**src/rtl/win_pkg.sv**
```systemverilog
package win_pkg;

    // configuration write targets
    typedef enum logic [1:0] {
        SEL_OFS_A = 2'd0,
        SEL_OFS_B = 2'd1,
        SEL_MODE  = 2'd2,
        SEL_NONE  = 2'd3
    } cfg_sel_e;

    // mode byte, bit 0 at the bottom
    typedef struct packed {
        logic       wide_ofs;   // bit 6: full-width offsets
        logic [1:0] mem_size;   // bits 5:4: installed memory size code
        logic [1:0] apt_map;    // bits 3:2: aperture select
        logic       b_enable;   // bit 1: second page register in use
        logic       dir_split;  // bit 0: reads via A, writes via B
    } win_mode_t;

    localparam int unsigned MODE_W       = 7;
    localparam int unsigned LEGACY_BASE  = 32'h000A_0000;
    localparam int unsigned APT_LOG2_MIN = 17;   // legacy window = 128 KB
    localparam int unsigned HALF_LOG2    = 15;   // 32 KB window halves

endpackage

```
**src/rtl/win_cfg_regs.sv**
```systemverilog
module win_cfg_regs
    import win_pkg::*;
#(
    parameter int unsigned OFS_W = 8
) (
    input  logic             clk,
    input  logic             rst_n,
    input  logic             cfg_we,
    input  logic [1:0]       cfg_sel,
    input  logic [OFS_W-1:0] cfg_wdata,
    output logic [OFS_W-1:0] ofs_a,
    output logic [OFS_W-1:0] ofs_b,
    output win_mode_t        mode
);

    typedef struct packed {
        logic [OFS_W-1:0] ofs_a;
        logic [OFS_W-1:0] ofs_b;
        win_mode_t        mode;
    } regs_t;

    regs_t regs_d, regs_q;

    always_comb begin
        regs_d = regs_q;
        if (cfg_we) begin
            unique case (cfg_sel_e'(cfg_sel))
                SEL_OFS_A: regs_d.ofs_a = cfg_wdata;
                SEL_OFS_B: regs_d.ofs_b = cfg_wdata;
                SEL_MODE:  regs_d.mode  = win_mode_t'(cfg_wdata[MODE_W-1:0]);
                SEL_NONE:  regs_d       = regs_q;
            endcase
        end
    end

    always_ff @(posedge clk) begin
        if (!rst_n) regs_q <= '0;
        else        regs_q <= regs_d;
    end

    assign ofs_a = regs_q.ofs_a;
    assign ofs_b = regs_q.ofs_b;
    assign mode  = regs_q.mode;

endmodule

```
**src/rtl/win_decode.sv**
```systemverilog
module win_decode
    import win_pkg::*;
#(
    parameter int unsigned HOST_AW = 20,
    parameter int unsigned OFS_W   = 8
) (
    input  logic [HOST_AW-1:0] req_addr,
    input  logic               req_write,
    input  win_mode_t          mode,
    input  logic [OFS_W-1:0]   ofs_a,
    input  logic [OFS_W-1:0]   ofs_b,
    output logic               in_apt,
    output logic [HOST_AW-1:0] win_pos,
    output logic [OFS_W-1:0]   ofs_sel
);

    localparam int unsigned XW = HOST_AW + 1;
    localparam logic [XW-1:0] BASE_LEGACY = XW'(LEGACY_BASE);

    logic [XW-1:0]      base;
    logic [XW-1:0]      span;
    logic [XW-1:0]      addr_x;
    logic               above_base;
    logic               low_half;
    logic               use_b;
    logic [OFS_W-1:0]   ofs_raw;
    logic [OFS_W-1:0]   ofs_mask;

    always_comb begin
        base   = (mode.apt_map == 2'd0) ? BASE_LEGACY : '0;
        span   = XW'(1) << (APT_LOG2_MIN + 32'(mode.apt_map));
        addr_x = {1'b0, req_addr};
        above_base = (addr_x >= base);
        win_pos    = req_addr - base[HOST_AW-1:0];
        in_apt     = above_base && ({1'b0, win_pos} < span);
        low_half   = (win_pos >> HALF_LOG2) == '0;
    end

    always_comb begin
        if (mode.dir_split)      use_b = req_write;
        else if (mode.b_enable)  use_b = low_half;
        else                     use_b = 1'b0;
        ofs_raw  = use_b ? ofs_b : ofs_a;
        ofs_mask = mode.wide_ofs ? '1 : {1'b0, {(OFS_W-1){1'b1}}};
        ofs_sel  = ofs_raw & ofs_mask;
    end

endmodule

```
**src/rtl/win_addr_calc.sv**
```systemverilog
module win_addr_calc
    import win_pkg::*;
#(
    parameter int unsigned HOST_AW = 20,
    parameter int unsigned MEM_AW  = 20,
    parameter int unsigned OFS_W   = 8,
    parameter int unsigned PAGE_W  = 12
) (
    input  logic [HOST_AW-1:0] win_pos,
    input  logic [OFS_W-1:0]   ofs_sel,
    input  logic [1:0]         mem_size,
    output logic [MEM_AW-1:0]  phys
);

    logic [MEM_AW-1:0] sum;
    logic [MEM_AW-1:0] wrap_mask;

    always_comb begin
        sum = MEM_AW'(win_pos) + (MEM_AW'(ofs_sel) << PAGE_W);
        unique case (mem_size)
            2'd0, 2'd1: wrap_mask = {MEM_AW{1'b1}} >> 2;
            2'd2:       wrap_mask = {MEM_AW{1'b1}} >> 1;
            default:    wrap_mask = {MEM_AW{1'b1}};
        endcase
        phys = sum & wrap_mask;
    end

endmodule

```
**src/rtl/win_xlate.sv**
```systemverilog
module win_xlate
    import win_pkg::*;
#(
    parameter int unsigned HOST_AW = 20,
    parameter int unsigned MEM_AW  = 20,
    parameter int unsigned OFS_W   = 8,
    parameter int unsigned PAGE_W  = 12
) (
    input  logic               clk,
    input  logic               rst_n,
    input  logic               cfg_we,
    input  logic [1:0]         cfg_sel,
    input  logic [OFS_W-1:0]   cfg_wdata,
    input  logic               req_valid,
    input  logic               req_write,
    input  logic [HOST_AW-1:0] req_addr,
    output logic               hit,
    output logic [MEM_AW-1:0]  mem_addr
);

    typedef struct packed {
        logic              hit;
        logic [MEM_AW-1:0] addr;
    } out_t;

    logic [OFS_W-1:0]   ofs_a;
    logic [OFS_W-1:0]   ofs_b;
    win_mode_t          mode;
    logic               in_apt;
    logic [HOST_AW-1:0] win_pos;
    logic [OFS_W-1:0]   ofs_sel;
    logic [MEM_AW-1:0]  phys;
    out_t               out_d, out_q;

    win_cfg_regs #(.OFS_W(OFS_W)) u_regs (
        .clk(clk), .rst_n(rst_n), .cfg_we(cfg_we), .cfg_sel(cfg_sel),
        .cfg_wdata(cfg_wdata), .ofs_a(ofs_a), .ofs_b(ofs_b), .mode(mode)
    );

    win_decode #(.HOST_AW(HOST_AW), .OFS_W(OFS_W)) u_dec (
        .req_addr(req_addr), .req_write(req_write), .mode(mode),
        .ofs_a(ofs_a), .ofs_b(ofs_b), .in_apt(in_apt),
        .win_pos(win_pos), .ofs_sel(ofs_sel)
    );

    win_addr_calc #(.HOST_AW(HOST_AW), .MEM_AW(MEM_AW), .OFS_W(OFS_W), .PAGE_W(PAGE_W)) u_calc (
        .win_pos(win_pos), .ofs_sel(ofs_sel), .mem_size(mode.mem_size), .phys(phys)
    );

    always_comb begin
        out_d.hit  = req_valid && in_apt;
        out_d.addr = out_d.hit ? phys : out_q.addr;
    end

    always_ff @(posedge clk) begin
        if (!rst_n) out_q <= '0;
        else        out_q <= out_d;
    end

    assign hit      = out_q.hit;
    assign mem_addr = out_q.addr;

endmodule

```
**config.mk**
```make
export PLATFORM = sky130hd
export DESIGN_NAME = win_xlate
export DESIGN_NICKNAME = d
export VERILOG_FILES = /design/src/rtl/win_pkg.sv /design/src/rtl/win_cfg_regs.sv /design/src/rtl/win_decode.sv /design/src/rtl/win_addr_calc.sv /design/src/rtl/win_xlate.sv
export SDC_FILE = /design/constraint.sdc
export NUM_CORES = 1
export LEC_CHECK = 0
export BUFFER_PORTS_ARGS = -buffer_cell sky130_fd_sc_hd__buf_2
export CAP_MARGIN = 20
export CORE_ASPECT_RATIO = 0.8
export CORE_MARGIN = 3
export CORE_UTILIZATION = 55
export CTS_BUF_LIST = sky130_fd_sc_hd__clkbuf_8
export CTS_CLUSTER_DIAMETER = 30
export CTS_CLUSTER_SIZE = 14
export DETAILED_ROUTE_END_ITERATION = 6
export GPL_ROUTABILITY_DRIVEN = 1
export PLACE_DENSITY = 0.81
export SYNTH_ARGS = -nofsm -noshare
export SYNTH_HDL_FRONTEND = slang
export SYNTH_SLANG_ARGS = --single-unit
```
**constraint.sdc**
```tcl
create_clock -name clk -period 4.04 [get_ports clk]
set_input_delay 0.606 -clock clk [delete_from_list [all_inputs] [get_ports clk]]
set_output_delay 0.606 -clock clk [all_outputs]
set_load 0.005 [all_outputs]
```
==> metrics.cfg, run 1 <==
[floorplanning]
die_width_um=80.14
initial_core_util_pct=60.41
placementRows=20
die_h_um=65.31
die_area_um2=5234
ios=56
core_area_um2=4004

[setup_path]
crit_required_ns=4.26
worst_setup_path_end_kind=flop
worstPathArrival_ns=4.07
r2r_end=mem_addr[19]
worstReg2RegStart=u_regs.mode[2]
r2r_setup_slack_ns=0.19
crit_path_max_fanout=6
cp-start-kind=flop
worstSetupPathType=reg -> reg
r2r_cells=15

[power_and_ir_drop]
power.density_nw_per_um2=335.1
power_leakage_nw=1.343
vdd.ir_drop.worst_uv=198.0
finalPower_mw=0.9631

[global_route]
grt_pass1_vias=2000
grt_pass1_wl_um=9556
met3_usage_pct=6.438
grtUsageMet2_pct=35.64
gr-total-overflow=0
busiest_layer=met2
grt_use_total_pct=23.40
grt_max_degree=24
antenna_found_initial=0
use_met1_pct=33.30

[place]
numPortBuffers=55
place.gp.congestion=0.9004
place_hpwl_um=4351
dpl_cell_area_um2=2730

[synth]
ys_ff_latch=44
yosys.area.top_type=dfxtp_1
yosysTopAreaCellShare_pct=36.42
syn_area_per_cell_um2=9.267
yosysSeqAreaShare_pct=36.42
synth_cell_types=47
synth_async_sr_flop_share_pct=0
synth_common_cells=44 x dfxtp_1, 26 x nor2_1, 23 x mux2i_1
yosysMostFrequentCell=dfxtp_1
ys.flop_type=dfxtp_1
ys_top_cells_by_area=dfxtp_1 36%, mux2i_1 9.5%, ha_1 7.8%, o31ai_1 5.6%, a21oi_1 4.1%
synth.cell_area_um2=2419
synth_fp_nets=313
synthCells=261
synth_edf_count=0
ys_warn_count=0

[clock_tree]
cts_buffers=5
clk_pin_slew_worst_paths_ns=0.08
cts_tree=built
clockBufferDepth=2
insertion_delay_ns=0.29
cts_max_level=2
cts_sinks=44
root_buffer=clkbuf_8

[sta]
setup_viol=0
final-max-slew-violation-count=0
fmax_mhz=259.9
worstMarginPinSlew_ns=0.9415
max-slew-margin-rel_pct=37.02
hold_viol=0
period_needed_ns=3.848
min_period_over_period_pct=95.24
skew_ns=0.004408

[layout]
fin_util_pct=71.78
fill_cells=316
seq_area_um2=888.4
area_delta_synth_final_pct=18.83
finalInstanceArea_um2=2874
multi_input_area_um2=1435
drive_gt1_share_pct=27.39
antenna-diode-count=0
nNetsFinal=365

[route]
viasPerCell=5.824
drt-initial-drc-count=213
ant_nets=0
wire_per_inst_um=15.64
drcViolationCount=0
drt-total-wl_um=5770
first_pass_iters=5
num_vias=2149

[status]
status=finished clean

[run]
cap_violations=0

[hold_path]
min_path_type=reg -> reg
holdPathStages=2
hp-start=mem_addr[15]
min_to=mem_addr[15]

flip-flops by register name (all words and copies together) (netlist names):
register	cells
u_regs.ofs_a	8
hit	1
u_regs.ofs_b	8
mem_addr	20
u_regs.mode	7
worst max path at each step:
stage	slack, ns	cells after the start	to	startpoint
global placement	0.20	16	mem_addr[18]	req_addr[17]
global route	-0.04	15	mem_addr[19]	u_regs.mode[2]
detailed placement	0.04	16	mem_addr[18]	req_addr[17]
floorplan	0.43	15	mem_addr[18]	req_addr[17]
CTS	0.08	16	mem_addr[18]	u_regs.mode[3]
finish	0.19	15	mem_addr[19]	u_regs.mode[2]
power by group:
part	internal [mW]	switching [mW]	total (mW)
clock	0.136	0.145	0.281
combinational	0.0873	0.131	0.219
sequential	0.452	0.0112	0.463
cells by family after synthesis:
group,share of synthesized area (%)
and+or+nand+nor,15.05
AOI/OAI and AO/OA,18.52
DFF,36.42
other,0.1551
xor gates and xnor gates,2.018
buffers and inverters,5.018
adders and majority gates,9.415
muxes,13.40
final cells by class:
| class | count | share of cell area, % |
|---|---|---|
| clock buffers | 6 | 2.873 |
| clock inverters | 2 | 0.3918 |
| inverters | 14 | 1.828 |
| multi-input cells | 185 | 49.93 |
| flip-flops and latches | 44 | 30.91 |
| well taps | 55 | 2.394 |
| repair buffers | 63 | 11.67 |
per-layer routing:
metal | wire, µm | share of wire [%]
met2 | 2727 | 47
met1 | 2612 | 45
met4 | 34 | 0.59
met3 | 395 | 6.8
met5 | 0 | 0
layout by cell type (no fill, tap or decap), types with 2 or more instances in the layout:
cell,n
nand4_1,16
o21ai_1,2
buf_2,55
nand2_1,7
o21a_1,2
or4_1,2
and3_1,2
o31ai_1,18
nor3_1,2
fa_1,2
a31oi_1,2
mux2_2,7
mux2i_1,23
clkbuf_8,6
o211ai_1,2
buf_4,8
ha_1,14
nor4_1,3
xnor2_1,2
o2111ai_1,2
inv_1,14
o21ai_0,2
nand3_1,2
nor2_1,26
nand2b_1,3
dfxtp_4,2
dfxtp_1,42
a211oi_1,3
nand3b_1,2
a21oi_1,20
critical path, cell delays in order (launching register included):
cell	delay, ns
dfxtp_4	0.38
or2_2	0.14
inv_1	0.07
ha_1	0.18
ha_1	0.19
fa_1	0.53
nand2_1	0.11
o31ai_4	0.38
buf_4	0.19
mux2_2	0.34
ha_1	0.34
o211ai_1	0.10
o21ai_1	0.13
o31ai_1	0.29
xnor3_1	0.25
o22ai_1	0.15
stage by stage:
stage | instances | setup slack, ns | setup TNS (ns) | hold WS (ns)
after global placement | 357 | 0.1984 | 0 | 0.4533
after CTS | 365 | 0.07820 | 0 | 0.4754
after detailed placement | 357 | 0.04243 | 0 | 0.4597
after global routing | 369 | -0.04086 | -0.04086 | 0.4961
after floorplan | 261 | 0.4310 | 0 | 0.4561
final | 369 | 0.1924 | 0 | 0.4711
timing repair:
action	4_1_cts	5_1_grt
gates resized for setup	0	8
endpoints found under the setup margin	0	3
buffers inserted	0	4
hold buffers	0	0
No activity file was read; power rests on OpenSTA's default activity.
==> run 2, diff against run 1 <==
--- a/config.mk
+++ b/config.mk
@@ -9,13 +9,13 @@
 export CAP_MARGIN = 20
 export CORE_ASPECT_RATIO = 0.8
 export CORE_MARGIN = 3
-export CORE_UTILIZATION = 55
+export CORE_UTILIZATION = 45
 export CTS_BUF_LIST = sky130_fd_sc_hd__clkbuf_8
 export CTS_CLUSTER_DIAMETER = 30
 export CTS_CLUSTER_SIZE = 14
 export DETAILED_ROUTE_END_ITERATION = 6
 export GPL_ROUTABILITY_DRIVEN = 1
-export PLACE_DENSITY = 0.81
+export PLACE_DENSITY = 0.69
 export SYNTH_ARGS = -nofsm -noshare
 export SYNTH_HDL_FRONTEND = slang
 export SYNTH_SLANG_ARGS = --single-unit
==> run 2 against run 1 <==
Sequential share of layout area rose by 0.34 points. Count of clock-buffer cells in the layout fell by 1. Die area rose by 20%. Utilization fell by 16 points. Hold slack got worse by 0.00083 ns. Highest routed layer unchanged. Final area fell by 1.7%. Clock skew rose by 0.0038 ns. Combinational power fell by 2%. Cell count rose by 0.81%. Critical path depth did not move. Wire length fell by 1.9%.
==> metrics.cfg, run 2 (same netlist as run 1, synthesis figures left out) <==
[floorplanning]
placementRows=23
ios=56
core_area_um2=5094
die_area_um2=6296
die_width_um=87.97
initial_core_util_pct=47.48
die_h_um=71.57

[route]
num_vias=2108
drcViolationCount=0
ant_nets=0
drt-total-wl_um=5660
first_pass_iters=4
viasPerCell=5.667
drt-initial-drc-count=133
wire_per_inst_um=15.22

[sta]
holdWs_ns=0.4702
period_needed_ns=3.784
min_period_over_period_pct=93.67
setup_viol=0
max-slew-margin-rel_pct=35.04
skew_ns=0.008234
worstMarginPinSlew_ns=0.9711
final-max-slew-violation-count=0
grt_setup_unrepaired=false
finalSetupTns_ns=0
fin_ws_ns=0.2558
hold_viol=0
fmax_mhz=264.3

[layout]
multi_input_area_um2=1423
largest_reg_flops=20
antenna-diode-count=0
fill_cells=498
final_common_cell=buf_2
drive_gt1_share_pct=26.13
final_cell_mix=55 x buf_2, 42 x dfxtp_1, 26 x nor2_1, 23 x mux2i_1, 20 x a21oi_1
seq_area_um2=883.3
nNetsFinal=362
finalInstanceArea_um2=2826
area_delta_synth_final_pct=16.86

[power_and_ir_drop]
finalPower_mw=0.9376
seqPwrFrac_pct=49.4
comb_power_share_pct=22.8
p_int_mw=0.6524
power_leakage_nw=1.323
switching_share_pct=30.42
p_sw_mw=0.2852
power.density_nw_per_um2=331.7
pwr-share-clk_pct=27.7
vdd.ir_drop.worst_uv=163.2

[clock_tree]
root_buffer=clkbuf_8
cts_buffers=5
cts_sinks=44
insertion_delay_ns=0.30
cts_tree=built
clockBufferDepth=2
clk_pin_slew_worst_paths_ns=0.08
cts_max_level=2

[global_route]
grt_use_total_pct=19.29
grt_max_degree=30
antenna_found_initial=0
gr-total-overflow=0
grt_pass1_vias=2037
grt_pass1_wl_um=9625

[setup_path]
worstReg2RegStart=u_regs.mode[2]
r2r_end=mem_addr[19]
r2r_setup_slack_ns=0.26
r2r_cells=15
crit_path_max_fanout=6
crit_slowest_cell=fa_1
path_cells=or2_2, inv_1, ha_1, ha_1, fa_1, nand2_1, o31ai_4, buf_4, mux2_2, ha_1, a211oi_1, o21ai_0, o31ai_1, xnor3_1, o22ai_1
cp-start-kind=flop
worstSetupPathType=reg -> reg
worstPathArrival_ns=4.01
worst_setup_path_end_kind=flop
crit_required_ns=4.27
critPathLaunch=u_regs.mode[2]
crit_top_cell=ha_1
critPathMaxStageDelay_ns=0.53

[hold_path]
hp-start=mem_addr[11]
holdPathStages=2
min_to=mem_addr[11]
min_path_type=reg -> reg

[run]
cap_violations=0

[place]
numPortBuffers=55
dpl_worst_slack_ns=0.1112
dpl_cell_area_um2=2739
place.gp.congestion=0.8557
place_hpwl_um=4295

[status]
status=finished clean

-- run 2: worst max-delay path by stage --
stage | end | slack (ns)
detailed placement | mem_addr[19] | 0.11
floorplan | mem_addr[18] | 0.43
global placement | mem_addr[19] | 0.23
CTS | mem_addr[19] | 0.16
global route | mem_addr[18] | 0.005
finish | mem_addr[19] | 0.26
-- run 2: routing by layer --
layer  vias to the layer above  part of all wire, %  track usage, %
met3                         9                  4.2           3.563
met5                         -                    0               0
met2                        43                   46           29.01
met1                       998                   48           28.02
li1                       1058                    -               -
met4                         0                  1.5           5.963
-- run 2: area by class of cell --
class	count	share of cell area (%)
multi-input cells	185	50.33
flip-flops and latches	44	31.25
repair buffers	60	11.07
well taps	62	2.745
clock buffers	5	2.435
inverters	14	1.859
clock inverters	2	0.3099
-- run 2: repair_timing --
item                                    4_1_cts  5_1_grt
setup buffers                                 0        1
endpoints found under the setup margin        0        4
hold buffers                                  0        0
endpoints found under the hold margin         0        0
gates resized for setup                       0        2
-- run 2: through the flow --
step,utilization (%),cells
3_5_place_dp,53.77,364
4_1_cts,55.29,371
3_3_place_gp,53.77,364
6_report,55.49,372
2_1_floorplan,-,261
5_1_grt,55.49,372
-- run 2: power groups by stage --
stage / sequential [mW] / clock (mW) / combinational [mW]
3_5_place_dp: 0.473 / 0 / 0.212
3_3_place_gp: 0.473 / 0 / 0.210
5_1_grt: 0.466 / 0.290 / 0.243
6_report: 0.464 / 0.260 / 0.214
2_1_floorplan: 0.472 / 0 / 0.144
4_1_cts: 0.463 / 0.264 / 0.213
-- run 2: worst max-delay path: cells and delay by family, from the launching register on --
family	cells	cell delay (ns)
buf+inv	2	0.25
xor+xnor	1	0.25
simple gates	2	0.25
mux	1	0.35
compound gates	5	1.03
fa+ha+maj	4	1.18
flops	1	0.39
